===== config.mk =====
export PLATFORM = sky130hd
export DESIGN_NAME = chop_timer
export DESIGN_NICKNAME = d
export VERILOG_FILES = /design/src/rtl/chop_pkg.sv /design/src/rtl/chop_timer_dp.sv /design/src/rtl/chop_timer_ctl.sv /design/src/rtl/chop_timer.sv
export SDC_FILE = /design/constraint.sdc
export NUM_CORES = 1
export LEC_CHECK = 0
export ABC_CLOCK_PERIOD_IN_PS = 2600
export BUFFER_PORTS_ARGS = -buffer_cell sky130_fd_sc_hd__buf_2
export CAP_MARGIN = 20
export CORE_MARGIN = 3
export CORE_UTILIZATION = 40
export DETAILED_ROUTE_END_ITERATION = 6
export HOLD_SLACK_MARGIN = 0.15
export PLACE_DENSITY = 0.55
export SYNTH_ARGS = -nofsm -noshare
export SYNTH_HDL_FRONTEND = slang
export SYNTH_SLANG_ARGS = --single-unit
export TNS_END_PERCENT = 20

===== constraint.sdc =====
create_clock -name clk -period 2.6 [get_ports clk]
set_input_delay 0.39 -clock clk [delete_from_list [all_inputs] [get_ports clk]]
set_output_delay 0.39 -clock clk [all_outputs]
set_load 0.01 [all_outputs]

===== src/rtl/chop_pkg.sv =====
package chop_pkg;

  typedef enum logic [1:0] {
    ST_IDLE  = 2'd0,
    ST_ARMED = 2'd1,
    ST_OFF   = 2'd2,
    ST_BLANK = 2'd3
  } chopState_t;

  // strobes from control to the phase counter
  typedef struct packed {
    logic clr;
    logic inc;
  } cntStrobe_t;

endpackage


===== src/rtl/chop_timer_dp.sv =====
module chop_timer_dp
  import chop_pkg::*;
#(
  parameter int OFF_CYCLES   = 850,
  parameter int BLANK_CYCLES = 575,
  parameter int QUIET_CYCLES = 1425
) (
  input  logic       clk,
  input  logic       rst_n,
  input  cntStrobe_t strobe,
  input  logic       thermReduce,
  output logic       offDone,
  output logic       blankDone,
  output logic       quietDone,
  output logic       reducedQ
);

  localparam int MAX_AB = (OFF_CYCLES > BLANK_CYCLES) ? OFF_CYCLES : BLANK_CYCLES;
  localparam int MAXC   = (MAX_AB > QUIET_CYCLES) ? MAX_AB : QUIET_CYCLES;
  localparam int CNT_W  = (MAXC > 1) ? $clog2(MAXC + 1) : 1;
  localparam int NPH    = 3;

  localparam int TERM [NPH] = '{OFF_CYCLES - 1, BLANK_CYCLES - 1, QUIET_CYCLES - 1};

  logic [CNT_W-1:0] phaseCnt;
  logic [NPH-1:0]   termHit;

  always_ff @(posedge clk or negedge rst_n) begin
    if (!rst_n) begin
      phaseCnt <= '0;
    end else if (strobe.clr) begin
      phaseCnt <= '0;
    end else if (strobe.inc) begin
      phaseCnt <= phaseCnt + CNT_W'(1);
    end
  end

  // one terminal-count comparator per timed phase
  for (genvar g = 0; g < NPH; g++) begin : g_term
    assign termHit[g] = (phaseCnt == CNT_W'(TERM[g]));
  end

  assign offDone   = termHit[0];
  assign blankDone = termHit[1];
  assign quietDone = termHit[2];

  always_ff @(posedge clk or negedge rst_n) begin
    if (!rst_n) begin
      reducedQ <= 1'b0;
    end else begin
      reducedQ <= thermReduce;
    end
  end

endmodule


===== src/rtl/chop_timer_ctl.sv =====
module chop_timer_ctl
  import chop_pkg::*;
(
  input  logic       clk,
  input  logic       rst_n,
  input  logic       bridgeEn,
  input  logic       overThresh,
  input  logic       offDone,
  input  logic       blankDone,
  input  logic       quietDone,
  output chopState_t ctlState,
  output cntStrobe_t strobe,
  output logic       limActive
);

  chopState_t stateNext;
  logic       limNext;

  always_comb begin
    stateNext  = ctlState;
    limNext    = limActive;
    strobe.clr = 1'b0;
    strobe.inc = 1'b0;
    if (!bridgeEn) begin
      stateNext  = ST_IDLE;
      limNext    = 1'b0;
      strobe.clr = 1'b1;
    end else begin
      unique case (ctlState)
        ST_IDLE: begin
          stateNext  = ST_ARMED;
          limNext    = 1'b0;
          strobe.clr = 1'b1;
        end
        ST_ARMED: begin
          if (overThresh) begin
            // a new hit outranks a quiet window that ends now
            stateNext  = ST_OFF;
            limNext    = 1'b1;
            strobe.clr = 1'b1;
          end else if (limActive) begin
            if (quietDone) begin
              limNext    = 1'b0;
              strobe.clr = 1'b1;
            end else begin
              strobe.inc = 1'b1;
            end
          end
        end
        ST_OFF: begin
          if (offDone) begin
            stateNext  = ST_BLANK;
            strobe.clr = 1'b1;
          end else begin
            strobe.inc = 1'b1;
          end
        end
        ST_BLANK: begin
          // comparator deliberately not consulted here
          if (blankDone) begin
            stateNext  = ST_ARMED;
            strobe.clr = 1'b1;
          end else begin
            strobe.inc = 1'b1;
          end
        end
        default: begin
          stateNext  = ST_IDLE;
          strobe.clr = 1'b1;
        end
      endcase
    end
  end

  always_ff @(posedge clk or negedge rst_n) begin
    if (!rst_n) begin
      ctlState  <= ST_IDLE;
      limActive <= 1'b0;
    end else begin
      ctlState  <= stateNext;
      limActive <= limNext;
    end
  end

endmodule


===== src/rtl/chop_timer.sv =====
module chop_timer
  import chop_pkg::*;
#(
  parameter int OFF_CYCLES   = 850,
  parameter int BLANK_CYCLES = 575,
  parameter int QUIET_CYCLES = OFF_CYCLES + BLANK_CYCLES
) (
  input  logic clk,
  input  logic rst_n,
  input  logic bridgeEn,
  input  logic overThresh,
  input  logic thermReduce,
  output logic stageHiZ,
  output logic limitFlagN,
  output logic reducedFlagN
);

  chopState_t ctlState;
  cntStrobe_t strobe;
  logic       offDone;
  logic       blankDone;
  logic       quietDone;
  logic       limActive;
  logic       reducedQ;

  chop_timer_ctl u_ctl (
    .clk        (clk),
    .rst_n      (rst_n),
    .bridgeEn   (bridgeEn),
    .overThresh (overThresh),
    .offDone    (offDone),
    .blankDone  (blankDone),
    .quietDone  (quietDone),
    .ctlState   (ctlState),
    .strobe     (strobe),
    .limActive  (limActive)
  );

  chop_timer_dp #(
    .OFF_CYCLES   (OFF_CYCLES),
    .BLANK_CYCLES (BLANK_CYCLES),
    .QUIET_CYCLES (QUIET_CYCLES)
  ) u_dp (
    .clk         (clk),
    .rst_n       (rst_n),
    .strobe      (strobe),
    .thermReduce (thermReduce),
    .offDone     (offDone),
    .blankDone   (blankDone),
    .quietDone   (quietDone),
    .reducedQ    (reducedQ)
  );

  assign stageHiZ     = (ctlState == ST_IDLE) || (ctlState == ST_OFF);
  assign limitFlagN   = ~limActive;
  assign reducedFlagN = ~reducedQ;

endmodule


==> metrics <==
gr usage total 0.143; Post-Layout Inst Area 1130 sq um; hold_buf cts 1; initial drt markers 13; Post-CTS Setup Bufs 0; Lkg Pwr 0.442 nW; Worst EP arrival 2.38 ns; Via density 5.73; half-perimeter wire length after placement 1.52 mm; largest net degree at the start of global routing 19; fmax 451 MHz; Seq/Total Area, Yosys 0.360; Area after DPL 1090 sq um; top sig layer met4; drt pass-1 iters 4; DIE WIDTH 57.1 um; outcome completed; RSZ-0062 raised after global routing no; hold path start thermReduce; post-synth design cell area 1040 sq um; Hold WC Path Type input pin to register; antenna violations before repair 0; Fin. Hold Viols 0; Gate Count Post-Synth 113; Max-slew headroom 0.551; launch point of the critical path u_dp.phaseCnt[0]$_DFFE_PN0P_; Buffers on Ports 7; power density over the cells 663 nW/um^2; Reg area 375 sq um; clock sink total 15; Worst Path Required 2.76 ns; Final Max Slew Viols 0; Area Overhead vs Synth 8.39%; metal3 WL 86 um; metal2 WL 906 um; Clock transition at path regs 0.09 ns; fill cell count 240; CP max FO 18; Crit. End Element register; Final min period 2.22 ns; IO Pins 8; period utilisation layout 0.852; synth unique cells 33; Setup violations, final 0; Avg WL per Cell 13.6 um; clock buffer depth 2; R2R Path Start u_dp.phaseCnt[0]$_DFFE_PN0P_; vias in the first global route 791; max-capacitance violation count 0; Worst Skew 0.00147 ns; Post-layout nets 136; initial core utilization 0.446; critical path class register to register; layout cells sized above 1 0.139; Synth Net Count 126; Yosys reg bits 15; Multi-input gate area 611 sq um; Max IR drop VDD 0.000504 V; syn avg cell area 9.23 sq um; global route overflow 0; worst slack at placement 0.398 ns; die height 57.1 um; setup TNS 0 ns; core area 2340 sq um; Placer Congestion 0.804; CTS buffer count 3; Critical Path Source Type register; worst setup margin 0.385 ns; final antenna-violating net count 0; Die Area 3260 sq um; cells along the critical path inv_1, ha_1, and4bb_1, nand4_1, a221oi_4, or4_1, a21oi_1; met1 WL 1.03 mm; Worst-Skew Late Latency 0.29 ns; CTS tree yes; via count 860; DRC violations left 0; slowest CP cell a221oi_4; Largest stage delay, worst path 0.67 ns; Root Driver clkbuf_4; Resized Gates After CTS 0; WL final 2.04 mm; std cell rows 17; Slew @ Worst Pin 0.673 ns; Ant. Diodes 0; H-tree Lvls 1; first-pass GRT wire length 3.63 mm; Synthesis Warnings 0
[sequential cells by signal (all words and copies together), names as in the netlist]
name / cells
u_dp.phaseCnt: 11
u_ctl.limActive: 1
u_dp.reducedQ: 1
u_ctl.ctlState: 2
[cells by family after synthesis]
kind of cell	share of synthesized area
flops	0.360
buf+inv	0.0552
compound gates	0.215
simple gates	0.265
mux	0.00959
fa+ha+maj	0.0959
[report_power, final]
group          internal, mW  switching [mW]
sequential            0.252          0.0180
combinational         0.134           0.210
clock                0.0572          0.0785
[final cells by class]
class                   instances  area share
multi-input cells              85       0.540
clock inverters                 1     0.00442
well taps                      28      0.0310
inverters                      10      0.0332
clock buffers                   3      0.0199
repair buffers                  8      0.0398
flip-flops and latches         15       0.332
[metal layers]
metal | GRT usage | vias to the layer above
li1 | - | 435
met3 | 0.0475 | 2
met1 | 0.198 | 407
met2 | 0.212 | 16
met4 | 0.0397 | 0
met5 | 0 | -
[critical path: cells and delay by family, from the launching register on]
family,cells,cell delay (ns)
AOI/OAI and AO/OA,2,0.73
and+or+nand+nor,3,0.64
DFF,1,0.43
adders and majority gates,1,0.15
buffers and inverters,1,0.13
[cells in the mapped netlist (all sizes together)]
cell | count | area (sq um)
a221oi | 1 | 26.3
a31oi | 1 | 12.5
buf | 2 | 16.3
dfrtp | 15 | 375
nor2b | 4 | 25.0
nand2 | 6 | 22.5
and4bb | 1 | 12.5
a21oi | 14 | 70.1
or2 | 1 | 6.26
o21ai | 9 | 45.0
or4 | 5 | 37.5
nand3 | 5 | 25.0
nand4 | 5 | 37.5
a211oi | 2 | 15.0
a221o | 1 | 10.0
ha | 8 | 100
inv | 10 | 37.5
o31ai | 5 | 37.5
nand2b | 1 | 6.26
o21a | 1 | 7.51
nor2 | 1 | 3.75
nor4b | 1 | 15.0
or3 | 5 | 31.3
clkbuf | 1 | 3.75
mux2i | 1 | 10.0
nor3b | 2 | 20.0
nor4 | 1 | 6.26
and2 | 3 | 18.8
and4 | 1 | 8.76
[worst paths after layout]
path | cells past startpoint | slack, ns | endpoint
worst min-delay path | 1 | 0.20 | u_dp.reducedQ$_DFF_PN0_
worst max-delay path | 7 | 0.38 | u_dp.phaseCnt[9]$_DFFE_PN0P_
worst min register to register | 2 | 0.61 | u_dp.phaseCnt[9]$_DFFE_PN0P_
min in group asynchronous | 2 | 0.52 | u_ctl.limActive$_DFFE_PN0P_
max in group asynchronous | 2 | 1.83 | u_ctl.ctlState[1]$_DFFE_PN0P_
worst max register to register | 7 | 0.38 | u_dp.phaseCnt[9]$_DFFE_PN0P_
[stage by stage]
step                      hold slack, ns   util  std cells  power [mW]
after floorplan                   0.0944      -        113       0.558
after global placement             0.322  0.467        145       0.622
after detailed placement           0.323  0.467        145       0.620
after CTS                          0.181  0.483        150       0.765
after global routing               0.179  0.483        150       0.821
final                              0.202  0.483        150       0.750
[cell usage in the layout (no fill, tap or decap)]
cell type and count:
dfrtp_1 15, a21oi_1 14, inv_1 10, ha_1 8
buf_2 7, nand2_1 6, o21ai_1 5, or3_1 5
nand3_1 5, o31ai_1 5, or4_1 5, nand4_1 4
nor2b_1 4, o21ai_0 4, and2_1 3, clkbuf_4 3
a211oi_1 2, or2_2 1, nor4b_2 1, nor3b_2 1
nand4_2 1, and4bb_1 1, nor3b_1 1, and4_1 1
a31oi_2 1, a221oi_4 1, nand2b_1 1, a221o_1 1
nor2_1 1, o21a_1 1, nor4_1 1, mux2i_1 1
clkinv_2 1, dlygate4sd3_1 1
Power figures use the tool's default switching activity.
